`src/rtl/sram_ctrl_pkg.sv`:
```
package sram_ctrl_pkg;

  typedef enum logic [2:0] {
    ST_IDLE = 3'd0,
    ST_RD   = 3'd1,
    ST_WSET = 3'd2,
    ST_WPUL = 3'd3,
    ST_WHLD = 3'd4
  } ctrl_state_e;

  typedef enum int {
    TI_WC, TI_WP, TI_DW, TI_RC, TI_AA, TI_OE, TI_OHZ
  } tsel_e;

  localparam int DATA_W = 16;
  localparam int LANES  = 2;

  // RAM limit in ns for a speed grade (55 or 70)
  function automatic int grade_ns(input int grade, input tsel_e sel);
    int v;
    v = 0;
    if (grade == 70) begin
      case (sel)
        TI_WC:  v = 70;
        TI_WP:  v = 45;
        TI_DW:  v = 30;
        TI_RC:  v = 70;
        TI_AA:  v = 70;
        TI_OE:  v = 35;
        TI_OHZ: v = 25;
        default: v = 70;
      endcase
    end else begin
      case (sel)
        TI_WC:  v = 55;
        TI_WP:  v = 35;
        TI_DW:  v = 25;
        TI_RC:  v = 55;
        TI_AA:  v = 55;
        TI_OE:  v = 25;
        TI_OHZ: v = 20;
        default: v = 55;
      endcase
    end
    return v;
  endfunction

  // ceil(ns / clk) plus safety margin
  function automatic int ns2cyc(input int ns, input int clk_ns, input int margin);
    return (ns + clk_ns - 1) / clk_ns + margin;
  endfunction

  function automatic int imax(input int a, input int b);
    return (a > b) ? a : b;
  endfunction

  function automatic int lim_cyc(input int grade, input tsel_e sel,
                                 input int clk_ns, input int margin);
    return ns2cyc(grade_ns(grade, sel), clk_ns, margin);
  endfunction

endpackage

```
`src/rtl/sram_wait_cnt.sv`:
```
module sram_wait_cnt #(
  parameter int CW = 4
) (
  input  logic          clk,
  input  logic          rst_n,
  input  logic          load,
  input  logic [CW-1:0] load_val,
  output logic          done
);
  logic [CW-1:0] cnt_q;

  always_ff @(posedge clk or negedge rst_n) begin
    if (!rst_n)               cnt_q <= '0;
    else if (load)            cnt_q <= load_val;
    else if (cnt_q != '0)     cnt_q <= cnt_q - 1'b1;
  end

  assign done = (cnt_q == '0);
endmodule

```
`src/rtl/sram_bus_guard.sv`:
```
module sram_bus_guard #(
  parameter int OHZ_CYC = 3
) (
  input  logic clk,
  input  logic rst_n,
  input  logic oe_n,
  output logic bus_free
);
  localparam int GW = $clog2(OHZ_CYC + 1) + 1;
  localparam logic [GW-1:0] GAP_LD = GW'(OHZ_CYC - 1);

  logic          oe_n_q;
  logic [GW-1:0] gap_q;
  logic          oe_rise;

  assign oe_rise = oe_n & ~oe_n_q;

  always_ff @(posedge clk or negedge rst_n) begin
    if (!rst_n) begin
      oe_n_q <= 1'b1;
      gap_q  <= '0;
    end else begin
      oe_n_q <= oe_n;
      if (oe_rise)            gap_q <= GAP_LD;
      else if (gap_q != '0)   gap_q <= gap_q - 1'b1;
    end
  end

  assign bus_free = oe_n & ~oe_rise & (gap_q == '0);
endmodule

```
`src/rtl/sram_ctrl_fsm.sv`:
```
module sram_ctrl_fsm
  import sram_ctrl_pkg::*;
#(
  parameter int AW     = 16,
  parameter int CW     = 4,
  parameter int RD_CYC = 7,
  parameter int WP_CYC = 5
) (
  input  logic              clk,
  input  logic              rst_n,
  input  logic              req_valid,
  output logic              req_ready,
  input  logic              req_we,
  input  logic [AW-1:0]     req_addr,
  input  logic [DATA_W-1:0] req_wdata,
  input  logic [LANES-1:0]  req_bmask,
  output logic              rsp_valid,
  output logic [DATA_W-1:0] rsp_rdata,
  input  logic              bus_free,
  input  logic              cnt_done,
  output logic              cnt_load,
  output logic [CW-1:0]     cnt_val,
  output logic              rd_capture,
  output logic [AW-1:0]     mem_addr,
  output logic              mem_ce_n,
  output logic              mem_we_n,
  output logic              mem_oe_n,
  output logic              mem_lb_n,
  output logic              mem_ub_n,
  output logic [DATA_W-1:0] mem_dq_out,
  output logic              mem_dq_oe,
  input  logic [DATA_W-1:0] mem_dq_in
);
  localparam logic [CW-1:0] RD_LD = CW'(RD_CYC - 1);
  localparam logic [CW-1:0] WP_LD = CW'(WP_CYC - 1);

  ctrl_state_e       st_q, st_d;
  logic [AW-1:0]     addr_q;
  logic [DATA_W-1:0] wdata_q, rdata_q;
  logic [LANES-1:0]  bmask_q;
  logic              rvalid_q;
  logic              accept;
  logic [DATA_W-1:0] lane_keep;

  assign req_ready = (st_q == ST_IDLE);
  assign accept    = req_valid & req_ready;

  always_comb begin
    st_d     = st_q;
    cnt_load = 1'b0;
    cnt_val  = RD_LD;
    case (st_q)
      ST_IDLE: if (req_valid) begin
        if (req_we) st_d = ST_WSET;
        else begin
          st_d     = ST_RD;
          cnt_load = 1'b1;
          cnt_val  = RD_LD;
        end
      end
      ST_RD:   if (cnt_done) st_d = ST_IDLE;
      ST_WSET: if (bus_free) begin
        st_d     = ST_WPUL;
        cnt_load = 1'b1;
        cnt_val  = WP_LD;
      end
      ST_WPUL: if (cnt_done) st_d = ST_WHLD;
      ST_WHLD: st_d = ST_IDLE;
      default: st_d = ST_IDLE;
    endcase
  end

  assign rd_capture = (st_q == ST_RD) & cnt_done;

  genvar g;
  generate
    for (g = 0; g < LANES; g++) begin : g_lane
      assign lane_keep[g*8 +: 8] = {8{bmask_q[g]}};
    end
  endgenerate

  always_ff @(posedge clk or negedge rst_n) begin
    if (!rst_n) begin
      st_q     <= ST_IDLE;
      addr_q   <= '0;
      wdata_q  <= '0;
      bmask_q  <= '0;
      rdata_q  <= '0;
      rvalid_q <= 1'b0;
    end else begin
      st_q     <= st_d;
      rvalid_q <= rd_capture;
      if (accept) begin
        addr_q  <= req_addr;
        wdata_q <= req_wdata;
        bmask_q <= req_bmask;
      end
      if (rd_capture) rdata_q <= mem_dq_in & lane_keep;
    end
  end

  assign mem_addr   = addr_q;
  assign mem_ce_n   = !((st_q == ST_RD) || (st_q == ST_WSET) || (st_q == ST_WPUL));
  assign mem_oe_n   = (st_q != ST_RD);
  assign mem_we_n   = (st_q != ST_WPUL);
  assign mem_lb_n   = mem_ce_n | ~bmask_q[0];
  assign mem_ub_n   = mem_ce_n | ~bmask_q[1];
  assign mem_dq_out = wdata_q;
  assign mem_dq_oe  = ((st_q == ST_WSET) & bus_free) | (st_q == ST_WPUL) | (st_q == ST_WHLD);
  assign rsp_valid  = rvalid_q;
  assign rsp_rdata  = rdata_q;
endmodule

```
`src/rtl/sram_async_ctrl.sv`:
```
module sram_async_ctrl
  import sram_ctrl_pkg::*;
#(
  parameter int AW          = 16,
  parameter int CLK_NS      = 10,
  parameter int SPEED_GRADE = 55,
  parameter int MARGIN      = 1
) (
  input  logic              clk,
  input  logic              rst_n,
  input  logic              req_valid,
  output logic              req_ready,
  input  logic              req_we,
  input  logic [AW-1:0]     req_addr,
  input  logic [15:0]       req_wdata,
  input  logic [1:0]        req_bmask,
  output logic              rsp_valid,
  output logic [15:0]       rsp_rdata,
  output logic [AW-1:0]     mem_addr,
  output logic              mem_ce_n,
  output logic              mem_we_n,
  output logic              mem_oe_n,
  output logic              mem_lb_n,
  output logic              mem_ub_n,
  output logic [15:0]       mem_dq_out,
  output logic              mem_dq_oe,
  input  logic [15:0]       mem_dq_in
);
  localparam int RD_CYC = imax(imax(lim_cyc(SPEED_GRADE, TI_AA, CLK_NS, MARGIN),
                                    lim_cyc(SPEED_GRADE, TI_OE, CLK_NS, MARGIN)),
                               lim_cyc(SPEED_GRADE, TI_RC, CLK_NS, MARGIN));
  localparam int WP_CYC = imax(imax(lim_cyc(SPEED_GRADE, TI_WP, CLK_NS, MARGIN),
                                    lim_cyc(SPEED_GRADE, TI_DW, CLK_NS, MARGIN)),
                               lim_cyc(SPEED_GRADE, TI_WC, CLK_NS, MARGIN) - 2);
  localparam int OHZ_CYC = lim_cyc(SPEED_GRADE, TI_OHZ, CLK_NS, MARGIN);
  localparam int CW      = $clog2(imax(RD_CYC, WP_CYC) + 1) + 1;

  // named internal events
  logic          bus_free;
  logic          cnt_done;
  logic          cnt_load;
  logic [CW-1:0] cnt_val;
  logic          rd_capture;

  sram_wait_cnt #(.CW(CW)) u_cnt (
    .clk(clk), .rst_n(rst_n), .load(cnt_load), .load_val(cnt_val), .done(cnt_done)
  );

  sram_bus_guard #(.OHZ_CYC(OHZ_CYC)) u_guard (
    .clk(clk), .rst_n(rst_n), .oe_n(mem_oe_n), .bus_free(bus_free)
  );

  sram_ctrl_fsm #(.AW(AW), .CW(CW), .RD_CYC(RD_CYC), .WP_CYC(WP_CYC)) u_fsm (
    .clk(clk), .rst_n(rst_n),
    .req_valid(req_valid), .req_ready(req_ready), .req_we(req_we),
    .req_addr(req_addr), .req_wdata(req_wdata), .req_bmask(req_bmask),
    .rsp_valid(rsp_valid), .rsp_rdata(rsp_rdata),
    .bus_free(bus_free), .cnt_done(cnt_done), .cnt_load(cnt_load), .cnt_val(cnt_val),
    .rd_capture(rd_capture),
    .mem_addr(mem_addr), .mem_ce_n(mem_ce_n), .mem_we_n(mem_we_n), .mem_oe_n(mem_oe_n),
    .mem_lb_n(mem_lb_n), .mem_ub_n(mem_ub_n), .mem_dq_out(mem_dq_out),
    .mem_dq_oe(mem_dq_oe), .mem_dq_in(mem_dq_in)
  );
endmodule

```
`config.mk`:
```
export PLATFORM = sky130hd
export DESIGN_NAME = sram_async_ctrl
export DESIGN_NICKNAME = d
export VERILOG_FILES = /design/src/rtl/sram_ctrl_pkg.sv /design/src/rtl/sram_wait_cnt.sv /design/src/rtl/sram_bus_guard.sv /design/src/rtl/sram_ctrl_fsm.sv /design/src/rtl/sram_async_ctrl.sv
export SDC_FILE = /design/constraint.sdc
export NUM_CORES = 1
export LEC_CHECK = 0
export CELL_PAD_IN_SITES_DETAIL_PLACEMENT = 0
export CELL_PAD_IN_SITES_GLOBAL_PLACEMENT = 1
export CORE_MARGIN = 2
export CORE_UTILIZATION = 33
export CTS_CLUSTER_SIZE = 20
export DETAILED_ROUTE_END_ITERATION = 8
export MAX_ROUTING_LAYER = met4
export PLACE_DENSITY = 0.9
export SYNTH_ARGS = -nofsm -noshare
export SYNTH_HDL_FRONTEND = slang
export SYNTH_SLANG_ARGS = --single-unit
```
`constraint.sdc`:
```
create_clock -name clk -period 1.75 [get_ports clk]
set_input_delay 0.4375 -clock clk [delete_from_list [all_inputs] [get_ports clk]]
set_output_delay 0.4375 -clock clk [all_outputs]
set_load 0.01 [all_outputs]
```
==> Flow_metrics.wiki, run 1 <==
{| class="wikitable"
! Metric !! Value
|-
| Leakage power figure || around 2.1 nW
|-
| Dominant combinational cell family by area after synthesis || multiplexers
|-
| Reg2Reg Capture Point || u_fsm.mem_addr[10]
|-
| Critical path launch point type || register
|-
| Max incr delay on CP || 0.39 ns
|-
| Number of enable-type register cells in the synthesized netlist || 0
|-
| Adder and majority cell fraction of the synthesized area || 0.01423
|-
| Type of the worst setup path || reg -> out
|-
| Pre-Repair DR Iteration Count || 4
|-
| Fmax achieved || around 0.53 GHz
|-
| Port bufs || roughly 110
|-
| Violations in the final reports || setup timing
|-
| Compound-Gate Fraction of Synth Area || 0.02704
|-
| Initial antenna violation count || 0
|-
| Switching fraction of total power || 0.3282
|-
| Top fanout value on the critical path || 2
|-
| Area share of xor/xnor cells in the synthesized design || 0.006641
|-
| Clock network latency to the later pin of the worst-skew pair || between 0.3 and 0.4 ns
|-
| Share of the cycle needed by the critical path after routing || 1.076
|-
| Ratio of routed vias to standard cells || about 4.5
|-
| Final WL || 7152 um
|-
| GPL Wtd Cong || 0.7777
|-
| Fraction of registers with async set/reset || 1.000
|-
| Number of nets in the final layout || about 410
|-
| Half-perimeter wire length after placement || between 4000 and 5000 um
|-
| First-pass GRT wire length || approximately 11,000 um
|-
| Antenna-violating nets left || 0
|-
| Layout area overhead || 70.87%
|-
| Top cells by area in the synthesized netlist || dfrtp_1, mux2_2, mux2i_1
|-
| Total DRC errors in the routed layout || 0
|-
| Core Area || 7727 um^2
|-
| Proportion of synthesized chip area in sequential cells || 0.5887
|-
| Via count of the first global-routing pass || ~2,200
|-
| Critical path data required time || 1.31 ns
|-
| All-layer global routing usage || 0.1673
|-
| Placed cell areas || approximately 4000 um^2
|-
| Worst Slack Setup Final || -0.1330 ns
|-
| Most instantiated cells after synthesis || dfrtp_1, mux2_2, inv_1, nand2_1, mux2i_1
|-
| Dominant synthesized flop cell || dfrtp_1
|-
| Most frequent cell on the critical path || ha_4
|-
| Unrepaired setup endpoints after global routing || yes
|-
| Total number of vias || 2,079
|-
| Number of slew-limit violations in the final report || 0
|-
| Area enclosed by the die boundary || slightly below 9000 um^2
|-
| Maximum buffer depth of the clock tree || 2
|-
| Worst r2r src || u_fsm.st_q[2]
|-
| Slew of the pin with the lowest slew margin || 0.3636 ns
|-
| Fin. Hold Viols || 0
|-
| Total number of placement rows || 32
|-
| Number of cells on the worst reg-to-reg path || 7
|-
| GRT Residual Overflow || 0
|-
| Flop-to-flop setup slack || -0.05 ns
|-
| Critical path's slowest cell || dfrtp_1
|-
| Crit path launch || u_guard.gap_q[0]
|-
| Die span in y || 93.40 um
|-
| Fraction of synthesized area in multiplexers || 0.2135
|-
| Maximum resistive drop on vdd || about 0.0009 V
|-
| Worst hold slack across all endpoints || ~0.10 ns
|-
| Max-cap violations || 0
|-
| Switching power || around 0.0025 W
|-
| Synthesized netlist net count || approximately 270
|-
| Synth warn || 0
|-
| Yosys reg bits || 62
|-
| Area share of the largest cell type after synthesis || 0.5787
|-
| Initial Util || 0.3413
|-
| Simple-gate area share of the yosys netlist || 0.08776
|-
| Clock Power Share || 0.142
|-
| Clock transition at the registers of the reported paths || approximately 0.070 ns
|-
| Drt initial violations || 62
|-
| Wire per inst || 15.65 um
|-
| Number of inserted filler cells in the final layout || roughly 630
|-
| Areal power density over the cells || 1712 nW/um^2
|-
| CP Cell Sequence || inv_2 -> ha_4 -> ha_4 -> a21oi_2 -> o31ai_2 -> buf_2
|-
| Internal power || 0.005182 W
|-
| Antenna diode count || 0
|-
| Mean post-synth cell area || around 13 um^2
|-
| Post-synth top area cell || dfrtp_1
|-
| Clk sinks || just over 60
|-
| Setup Viol. Count Final || 23
|-
| Gate count of the mapped netlist || 210
|-
| Final cell utilization of the core || 0.5832
|-
| CTS Buf Count || 9
|-
| Post-route standard cell area excluding fillers || 4507 um^2
|-
| Seq pwr share || 0.323
|-
| Post-Synthesis Cell Area || roughly 2600 um^2
|-
| Number of distinct library cell variants in the gate-level netlist after synthesis || 32
|-
| Horizontal die dimension || 93.40 um
|-
| Clk_skew || 0.01214 ns
|-
| Num ports || 110
|-
| Aggregate negative setup slack || -0.9226 ns
|-
| Worst EP arrival || 1.45 ns
|-
| H-tree depth || 3
|-
| Final Total Pwr || between 0.007 and 0.008 W
|-
| Share of final-layout standard cells stronger than drive strength 1 || 0.2930
|-
| Status || complete, but fails checks
|-
| Number of buffers and inverters on the critical path || 2
|-
| Clock root buffer || clkbuf_8
|-
| Largest delay contributor family on the critical path || flip-flops
|-
| Fin crit period || roughly 1.9 ns
|-
| Type of the worst min-delay path || in -> async
|-
| Relative slew margins || 0.7543
|-
| Most frequently used cell type in the post-synthesis netlist || dfrtp_1
|-
| Clock tree from TritonCTS || done
|-
| Crit. End Element || primary output
|-
| Relative contribution of combinational cells to total power || 0.536
|-
| Pin count of the biggest net entering global routing || between 60 and 70
|}
==> timing repair <==
item	in CTS	in global routing
pin swaps	3	2
setup buffers	8	1
gates resized for setup	61	22
gates cloned	4	2
hold buffers	0	0
endpoints found under the setup margin	39	39
==> worst reg2reg max path, cell delays in order (launching register included) <==
cell,delay (ns)
dfrtp_1,0.40
buf_6,0.14
buf_6,0.11
nor4b_4,0.29
buf_4,0.19
buf_8,0.13
buf_16,0.13
mux2_4,0.30
==> worst max-delay path by stage <==
stage,end,slack (ns),cells past startpoint
3_5_place_dp,mem_dq_oe,-0.24,6
6_report,mem_dq_oe,-0.13,6
4_1_cts,mem_dq_oe,-0.20,6
2_1_floorplan,mem_dq_oe,0.06,6
5_1_grt,mem_dq_oe,-0.23,6
3_3_place_gp,u_cnt.cnt_q[3],-0.20,5
==> flip-flops by register name, summed over array words and instances (netlist names), 2 cells and up <==
name              count
u_cnt.cnt_q           4
u_fsm.bmask_q         2
u_fsm.mem_addr       16
u_fsm.mem_dq_out     16
u_fsm.rsp_rdata      16
u_fsm.st_q            3
u_guard.gap_q         3
==> final cells by class <==
class                      count  area (um^2)  share of cell area
sequential                    62         1553              0.3445
clock buffer                  12        145.1             0.03220
clock inverter                 4        22.52            0.004997
multi-input combinational    113         1092              0.2424
timing repair buffer         139         1473              0.3268
inverter                      25        93.84             0.02082
tap                          102        127.6             0.02832
==> layout by cell type, fill, tap and decap left out, drive strengths merged, types with 2 or more instances in the layout <==
cell           synthesis  routed
a21oi                  5       5
buf                    8      36
clkbuf                 2      14
clkdlybuf4s50          0     101
clkinv                 0       3
dfrtp                 61      61
ha                     3       3
inv                   25      25
mux2                  34      34
mux2i                 18      18
nand2                 21      21
nand3                  3       3
nor2                   8       8
nor2b                  2       2
nor3                   4       4
==> cell families (layout without fill, tap and decap cells) <==
logic type	Yosys count	count (layout)
adder cells (fa/ha/maj)	3	3
XOR/XNOR	2	2
flip-flops	62	62
buffers and inverters	35	180
AO/OA/AOI/OAI	11	11
AND/OR/NAND/NOR	45	45
multiplexers	52	52
==> stage by stage <==
step	worst slack [ns]	cells
detailed placement	-0.2431	428
floorplan	0.05656	210
finish	-0.1330	457
global route	-0.2281	457
global placement	-0.2018	428
CTS	-0.2028	455
==> power groups by stage <==
stage / combinational [W] / clock (W) / sequential, W
finish: 0.00413 / 0.00109 / 0.00249
global route: 0.00445 / 0.00119 / 0.00256
CTS: 0.00392 / 0.00112 / 0.00247
detailed placement: 0.00346 / 0 / 0.00248
global placement: 0.00341 / 0 / 0.00245
floorplan: 0.00142 / 0 / 0.00269
==> per-layer routing <==
layer,track usage,vias up,wire [um],share of wire
li1,-,971,-,-
met1,0.2055,1039,3125,0.44
met2,0.2710,64,3627,0.51
met3,0.04029,5,337,0.047
met4,0.05882,0,61,0.0085
met5,-,-,0,0
(Power assumes the default switching activity.)
==> run 2: changes to the inputs <==
--- a/config.mk
+++ b/config.mk
@@ -7,12 +7,11 @@
 export LEC_CHECK = 0
 export CELL_PAD_IN_SITES_DETAIL_PLACEMENT = 0
 export CELL_PAD_IN_SITES_GLOBAL_PLACEMENT = 1
-export CORE_MARGIN = 2
-export CORE_UTILIZATION = 33
+export CORE_UTILIZATION = 35
 export CTS_CLUSTER_SIZE = 20
 export DETAILED_ROUTE_END_ITERATION = 8
 export MAX_ROUTING_LAYER = met4
-export PLACE_DENSITY = 0.9
+export PLACE_DENSITY = 0.94
 export SYNTH_ARGS = -nofsm -noshare
 export SYNTH_HDL_FRONTEND = slang
 export SYNTH_SLANG_ARGS = --single-unit
==> constraint.sdc (replaced) <==
create_clock -name clk -period 2.37 [get_ports clk]
set_input_delay 0.5925 -clock clk [delete_from_list [all_inputs] [get_ports clk]]
set_output_delay 0.5925 -clock clk [all_outputs]
set_load 0.01 [all_outputs]
==> run 2 against run 1 <==
Compared with the run above: the flow now finishes without violations; via count shrank 5.8%; sequential share of layout area grew 4.5 points; first-iteration DRC count shrank 16%; sequential power shrank 25%; cell count shrank 5.9%; critical path type unchanged; largest power group unchanged.
==> Flow_metrics.wiki, run 2 (same netlist as run 1, synthesis figures left out) <==
{| class="wikitable"
! Metric !! Value
|-
| Critical path data required time || 1.78 ns
|-
| Horizontal die dimension || 88.81 um
|-
| Setup Viol. Count Final || 0
|-
| Fin. Hold Viols || 0
|-
| Clock tree from TritonCTS || done
|-
| Max-cap violations || 0
|-
| Aggregate negative setup slack || 0 ns
|-
| Core Area || 7253 um^2
|-
| Leakage power figure || about 1.8 nW
|-
| Areal power density over the cells || roughly 1200 nW/um^2
|-
| Number of slew-limit violations in the final report || 0
|-
| Slew of the pin with the lowest slew margin || about 0.56 ns
|-
| H-tree depth || 3
|-
| Initial antenna violation count || 0
|-
| Via count of the first global-routing pass || approximately 2,000
|-
| Port bufs || around 110
|-
| Die span in y || 88.81 um
|-
| Post-cts hold buffer count || 0
|-
| Pre-Repair DR Iteration Count || 2
|-
| Status || finished clean
|-
| Num ports || 110
|-
| Number of nets in the final layout || roughly 380
|-
| Number of buffers and inverters on the critical path || 1
|-
| Unrepaired setup endpoints after global routing || no
|-
| Clock transition at the registers of the reported paths || ~0.070 ns
|-
| First-pass GRT wire length || approximately 9400 um
|-
| Total number of placement rows || 31
|-
| CP Cell Sequence || or3_1 -> clkdlybuf4s50_1
|-
| GRT Residual Overflow || 0
|-
| Largest delay contributor family on the critical path || buffers and inverters
|-
| Worst EP arrival || roughly 1.7 ns
|-
| Clk_skew || 0.006731 ns
|-
| Path length in cells of the critical path || 2
|-
| Final cell utilization of the core || 0.5506
|-
| Fmax achieved || 0.4327 GHz
|-
| Type of the worst setup path || reg -> out
|-
| GPL Wtd Cong || 0.7451
|-
| Pin count of the biggest net entering global routing || 36
|-
| Total DRC errors in the routed layout || 0
|-
| Relative slew margins || 0.6248
|-
| Initial Util || 0.3636
|-
| Maximum resistive drop on vdd || 0.0006191 V
|-
| Fin crit period || between 2 and 2.5 ns
|-
| Commonest cells after routing, fill and taps aside || clkdlybuf4s50_1, dfrtp_1, mux2_2
|-
| Clk sinks || 62
|-
| All-layer global routing usage || 0.1632
|-
| Share of the cycle needed by the critical path after routing || 0.9751
|-
| Postcts setup bufs || 0
|-
| Worst r2r src || u_cnt.cnt_q[0]
|-
| Half-perimeter wire length after placement || around 4300 um
|-
| Area enclosed by the die boundary || a little under 8000 um^2
|-
| Number of cells on the worst reg-to-reg path || 6
|-
| Layout area overhead || 51.42%
|-
| Total number of vias || 1,958
|-
| Type of the worst min-delay path || in -> async
|-
| Ratio of routed vias to standard cells || 4.553
|-
| Critical path launch point type || register
|-
| Drt initial violations || 52
|-
| Final WL || 5758 um
|-
| Crit. End Element || primary output
|-
| Top fanout value on the critical path || 12
|-
| Antenna diode count || 0
|-
| Most frequent standard cell in the layout excluding fill and tap cells || clkdlybuf4s50_1
|-
| Clock network latency to the later pin of the worst-skew pair || roughly 0.32 ns
|-
| Crit path launch || u_fsm.st_q[2]
|-
| Maximum buffer depth of the clock tree || 2
|-
| Wire per inst || between 10 and 15 um
|-
| Antenna-violating nets left || 0
|-
| Clock root buffer || clkbuf_8
|-
| Critical path's slowest cell || clkdlybuf4s50_1
|-
| CTS Buf Count || 9
|-
| Share of final-layout standard cells stronger than drive strength 1 || 0.1843
|-
| Max incr delay on CP || ~0.51 ns
|}
[run 2: changes by cell type in the layout (fill, tap and decap cells not counted), moves of 3 or more]
cell	before	now
mux2_4	29	0
clkdlybuf4s50_1	101	107
buf_2	6	1
buf_12	4	1
buf_16	4	0
inv_1	21	25
buf_6	5	0
buf_4	16	6
inv_2	4	0
mux2_2	5	32
[run 2: where the power goes]
group	switching, W	total, W	internal [W]	leakage (nW)
sequential	0.000311	0.00186	0.00155	0.758
combinational	0.000938	0.00235	0.00142	0.986
clock	0.000383	0.000749	0.000366	0.0817
total	0.00163	0.00496	0.00333	1.82
[run 2: worst paths after layout]
check                                             to  slack [ns]
worst max-delay path                        mem_we_n        0.06
worst min-delay path            u_fsm.mem_dq_out[14]        0.26
worst max register to register    u_fsm.rsp_rdata[3]        0.64
worst min register to register     u_fsm.mem_addr[6]        0.49
max in group asynchronous         u_fsm.mem_addr[12]        1.37
min in group clk                   u_fsm.mem_addr[6]        0.49
[run 2: through the flow]
| stage | worst slack, ns | total power (W) | area, um^2 | hold WS (ns) | instances |
|---|---|---|---|---|---|
| 2_1_floorplan | 0.4516 | 0.003029 | 2638 | 0.2969 | 210 |
| 3_3_place_gp | 0.2125 | 0.004195 | 3842 | 0.4698 | 415 |
| 3_5_place_dp | 0.2011 | 0.004273 | 3842 | 0.4741 | 415 |
| 4_1_cts | 0.04183 | 0.005044 | 3998 | 0.2707 | 430 |
| 5_1_grt | 0.004617 | 0.005327 | 3994 | 0.3016 | 430 |
| 6_report | 0.05894 | 0.004960 | 3994 | 0.2591 | 430 |
[run 2: routing by layer]
metal	part of all wire	GRT usage	vias to the layer above
met4	0.015	0.06891	0
met3	0.064	0.05317	10
met1	0.41	0.1898	962
met5	0	-	-
li1	-	-	925
met2	0.51	0.2594	61
[run 2: final cells by class]
| type | count | area, um^2 |
|---|---|---|
| Fill cell | 644 | 3259 |
| Sequential cell | 62 | 1554 |
| Timing Repair Buffer | 116 | 1146 |
| Multi-Input combinational cell | 113 | 920.9 |
| Clock buffer | 10 | 127.6 |
| Tap cell | 99 | 123.9 |
| Inverter | 25 | 93.84 |
| Clock inverter | 5 | 27.53 |
[run 2: repair_timing]
action,4_1_cts,5_1_grt
endpoints found under the setup margin,2,1
resized for setup,2,2
pin swaps,0,0
==> run 3: changes to the inputs <==
--- a/config.mk
+++ b/config.mk
@@ -7,6 +7,7 @@
 export LEC_CHECK = 0
 export CELL_PAD_IN_SITES_DETAIL_PLACEMENT = 0
 export CELL_PAD_IN_SITES_GLOBAL_PLACEMENT = 1
+export CORE_ASPECT_RATIO = 0.75
 export CORE_UTILIZATION = 35
 export CTS_CLUSTER_SIZE = 20
 export DETAILED_ROUTE_END_ITERATION = 8
==> run 3 against run 2 <==
Compared with the run above: design area increased by 2.2%; critical endpoint is now req_ready; first-iteration DRC count decreased by 12%; core utilization increased by 0.60 points; critical path depth increased by 1; global-route usage decreased by 0.068 points; combinational power about the same; maximum frequency increased by 1.3%; clock power increased by 26%; largest cell class unchanged; die area about the same.
==> Flow_metrics.wiki, run 3 (same netlist as run 1, synthesis figures left out) <==
{| class="wikitable"
! Metric !! Value
|-
| Aggregate negative setup slack || 0 ns
|-
| Clk sinks || 62
|-
| Share of final-layout standard cells stronger than drive strength 1 || 0.1916
|-
| Pin count of the biggest net entering global routing || 36
|-
| Worst EP arrival || between 1.5 and 2 ns
|-
| Status || finished clean
|-
| Commonest cells after routing, fill and taps aside || clkdlybuf4s50_1, dfrtp_1, mux2_2
|-
| Clock root buffer || clkbuf_8
|-
| Antenna-violating nets left || 0
|-
| Die span in y || 77.18 um
|-
| Initial antenna violation count || 0
|-
| Slew of the pin with the lowest slew margin || ~0.70 ns
|-
| Drt initial violations || 46
|-
| Areal power density over the cells || ~1300 nW/um^2
|-
| Placed cells || around 420
|-
| All-layer global routing usage || 0.1625
|-
| Clock network latency to the later pin of the worst-skew pair || about 0.33 ns
|-
| Antenna diode count || 0
|-
| Clock transition at the registers of the reported paths || ~0.07 ns
|-
| Critical path launch point type || register
|-
| Most frequent standard cell in the layout excluding fill and tap cells || clkdlybuf4s50_1
|-
| Leakage power figure || 1.864 nW
|-
| H-tree depth || 3
|-
| Initial Util || 0.3598
|-
| Clk_skew || around 0.0095 ns
|-
| Horizontal die dimension || roughly 100 um
|-
| Clock tree from TritonCTS || done
|-
| Final Non-Filler Cells || 435
|-
| Fin crit period || ~2.3 ns
|-
| Wire per inst || between 10 and 15 um
|-
| Flop-to-flop setup slack || 0.64 ns
|-
| Share of the cycle needed by the critical path after routing || 0.9628
|-
| Layout area overhead || 54.70%
|-
| Relative slew margins || 0.5322
|-
| Worst Slack Setup Final || roughly 0.09 ns
|-
| Core Area || between 7000 and 8000 um^2
|-
| GRT Residual Overflow || 0
|-
| Type of the worst setup path || reg -> out
|-
| Type of the worst min-delay path || in -> async
|-
| Final WL || 5658 um
|-
| Number of cells on the worst reg-to-reg path || 6
|-
| Num ports || 110
|-
| Half-perimeter wire length after placement || roughly 4000 um
|-
| Top fanout value on the critical path || 5
|-
| Total number of placement rows || 27
|-
| Reg2Reg Capture Point || u_fsm.rsp_rdata[8]
|-
| Number of slew-limit violations in the final report || 0
|-
| Fmax achieved || ~0.44 GHz
|-
| Port bufs || between 100 and 150
|-
| Maximum buffer depth of the clock tree || 2
|-
| Critical path data required time || approximately 1.8 ns
|-
| Max-cap violations || 0
|-
| First-pass GRT wire length || ~9400 um
|-
| Pre-Repair DR Iteration Count || 4
|-
| Placement Setup Slack || about 0.16 ns
|-
| GPL Wtd Cong || between 0.7 and 0.8
|-
| Unrepaired setup endpoints after global routing || no
|-
| Maximum resistive drop on vdd || slightly below 0.0006 V
|-
| Fin. Hold Viols || 0
|-
| Number of nets in the final layout || between 300 and 400
|-
| Crit. End Element || primary output
|-
| Ratio of routed vias to standard cells || 4.556
|-
| Total DRC errors in the routed layout || 0
|-
| Total number of vias || a little under 2,000
|-
| Worst r2r src || u_cnt.cnt_q[0]
|-
| Setup Viol. Count Final || 0
|-
| Area enclosed by the die boundary || between 7000 and 8000 um^2
|-
| CTS Buf Count || 9
|-
| Via count of the first global-routing pass || 2,044
|}
## run 3: how the worst max path moves through the flow
stage,start,endpoint,slack (ns),cells after the start
finish,u_fsm.st_q[1],req_ready,0.09,3
floorplan,u_guard.gap_q[0],mem_dq_oe,0.45,6
CTS,u_fsm.st_q[2],mem_we_n,0.03,2
global placement,u_guard.gap_q[0],mem_dq_oe,0.23,6
global route,u_fsm.st_q[2],mem_we_n,0.02,2
detailed placement,req_valid,u_cnt.cnt_q[2],0.16,4
## run 3: power by group
| group | total, W | internal (W) | switching (W) |
|---|---|---|---|
| clock network | 0.000942 | 0.000545 | 0.000397 |
| registers | 0.00185 | 0.00155 | 0.000302 |
| logic | 0.00237 | 0.00143 | 0.000937 |
## run 3: what timing repair did
action	CTS	global route
resized for setup	4	0
hold buffers	0	0
buffers inserted	1	2
setup endpoints to repair	5	1
## run 3: layout make-up
class / instances / area, um^2
Fill cell: 619 / 3251
Sequential cell: 62 / 1555
Timing Repair Buffer: 118 / 1177
Multi-Input combinational cell: 113 / 924.6
Clock buffer: 13 / 158.9
Tap cell: 101 / 126.4
Inverter: 25 / 93.84
Clock inverter: 3 / 43.79
## run 3: per-layer routing
metal / track usage / wire, um / share of wire
met1: 0.1867 / 2553 / 0.45
met2: 0.2530 / 2557 / 0.45
met3: 0.06837 / 484 / 0.086
met4: 0.05857 / 62 / 0.011
met5: - / 0 / 0
## run 3: per-stage QoR
step                total power, W  instance area (um^2)  utilization  hold WS, ns
floorplan                 0.003029                  2638            -       0.2969
CTS                       0.005231                  4065       0.5545       0.3097
finish                    0.005160                  4080       0.5566       0.3051
global placement          0.004182                  3850       0.5252       0.4699
detailed placement        0.004238                  3850       0.5252       0.4924
global route              0.005553                  4080       0.5566       0.3348
## run 3: worst max-delay path, stage by stage, from the launching register on
cell,delay [ns]
dfrtp_2,0.41
buf_4,0.16
nor3_1,0.21
clkdlybuf4s50_1,0.58
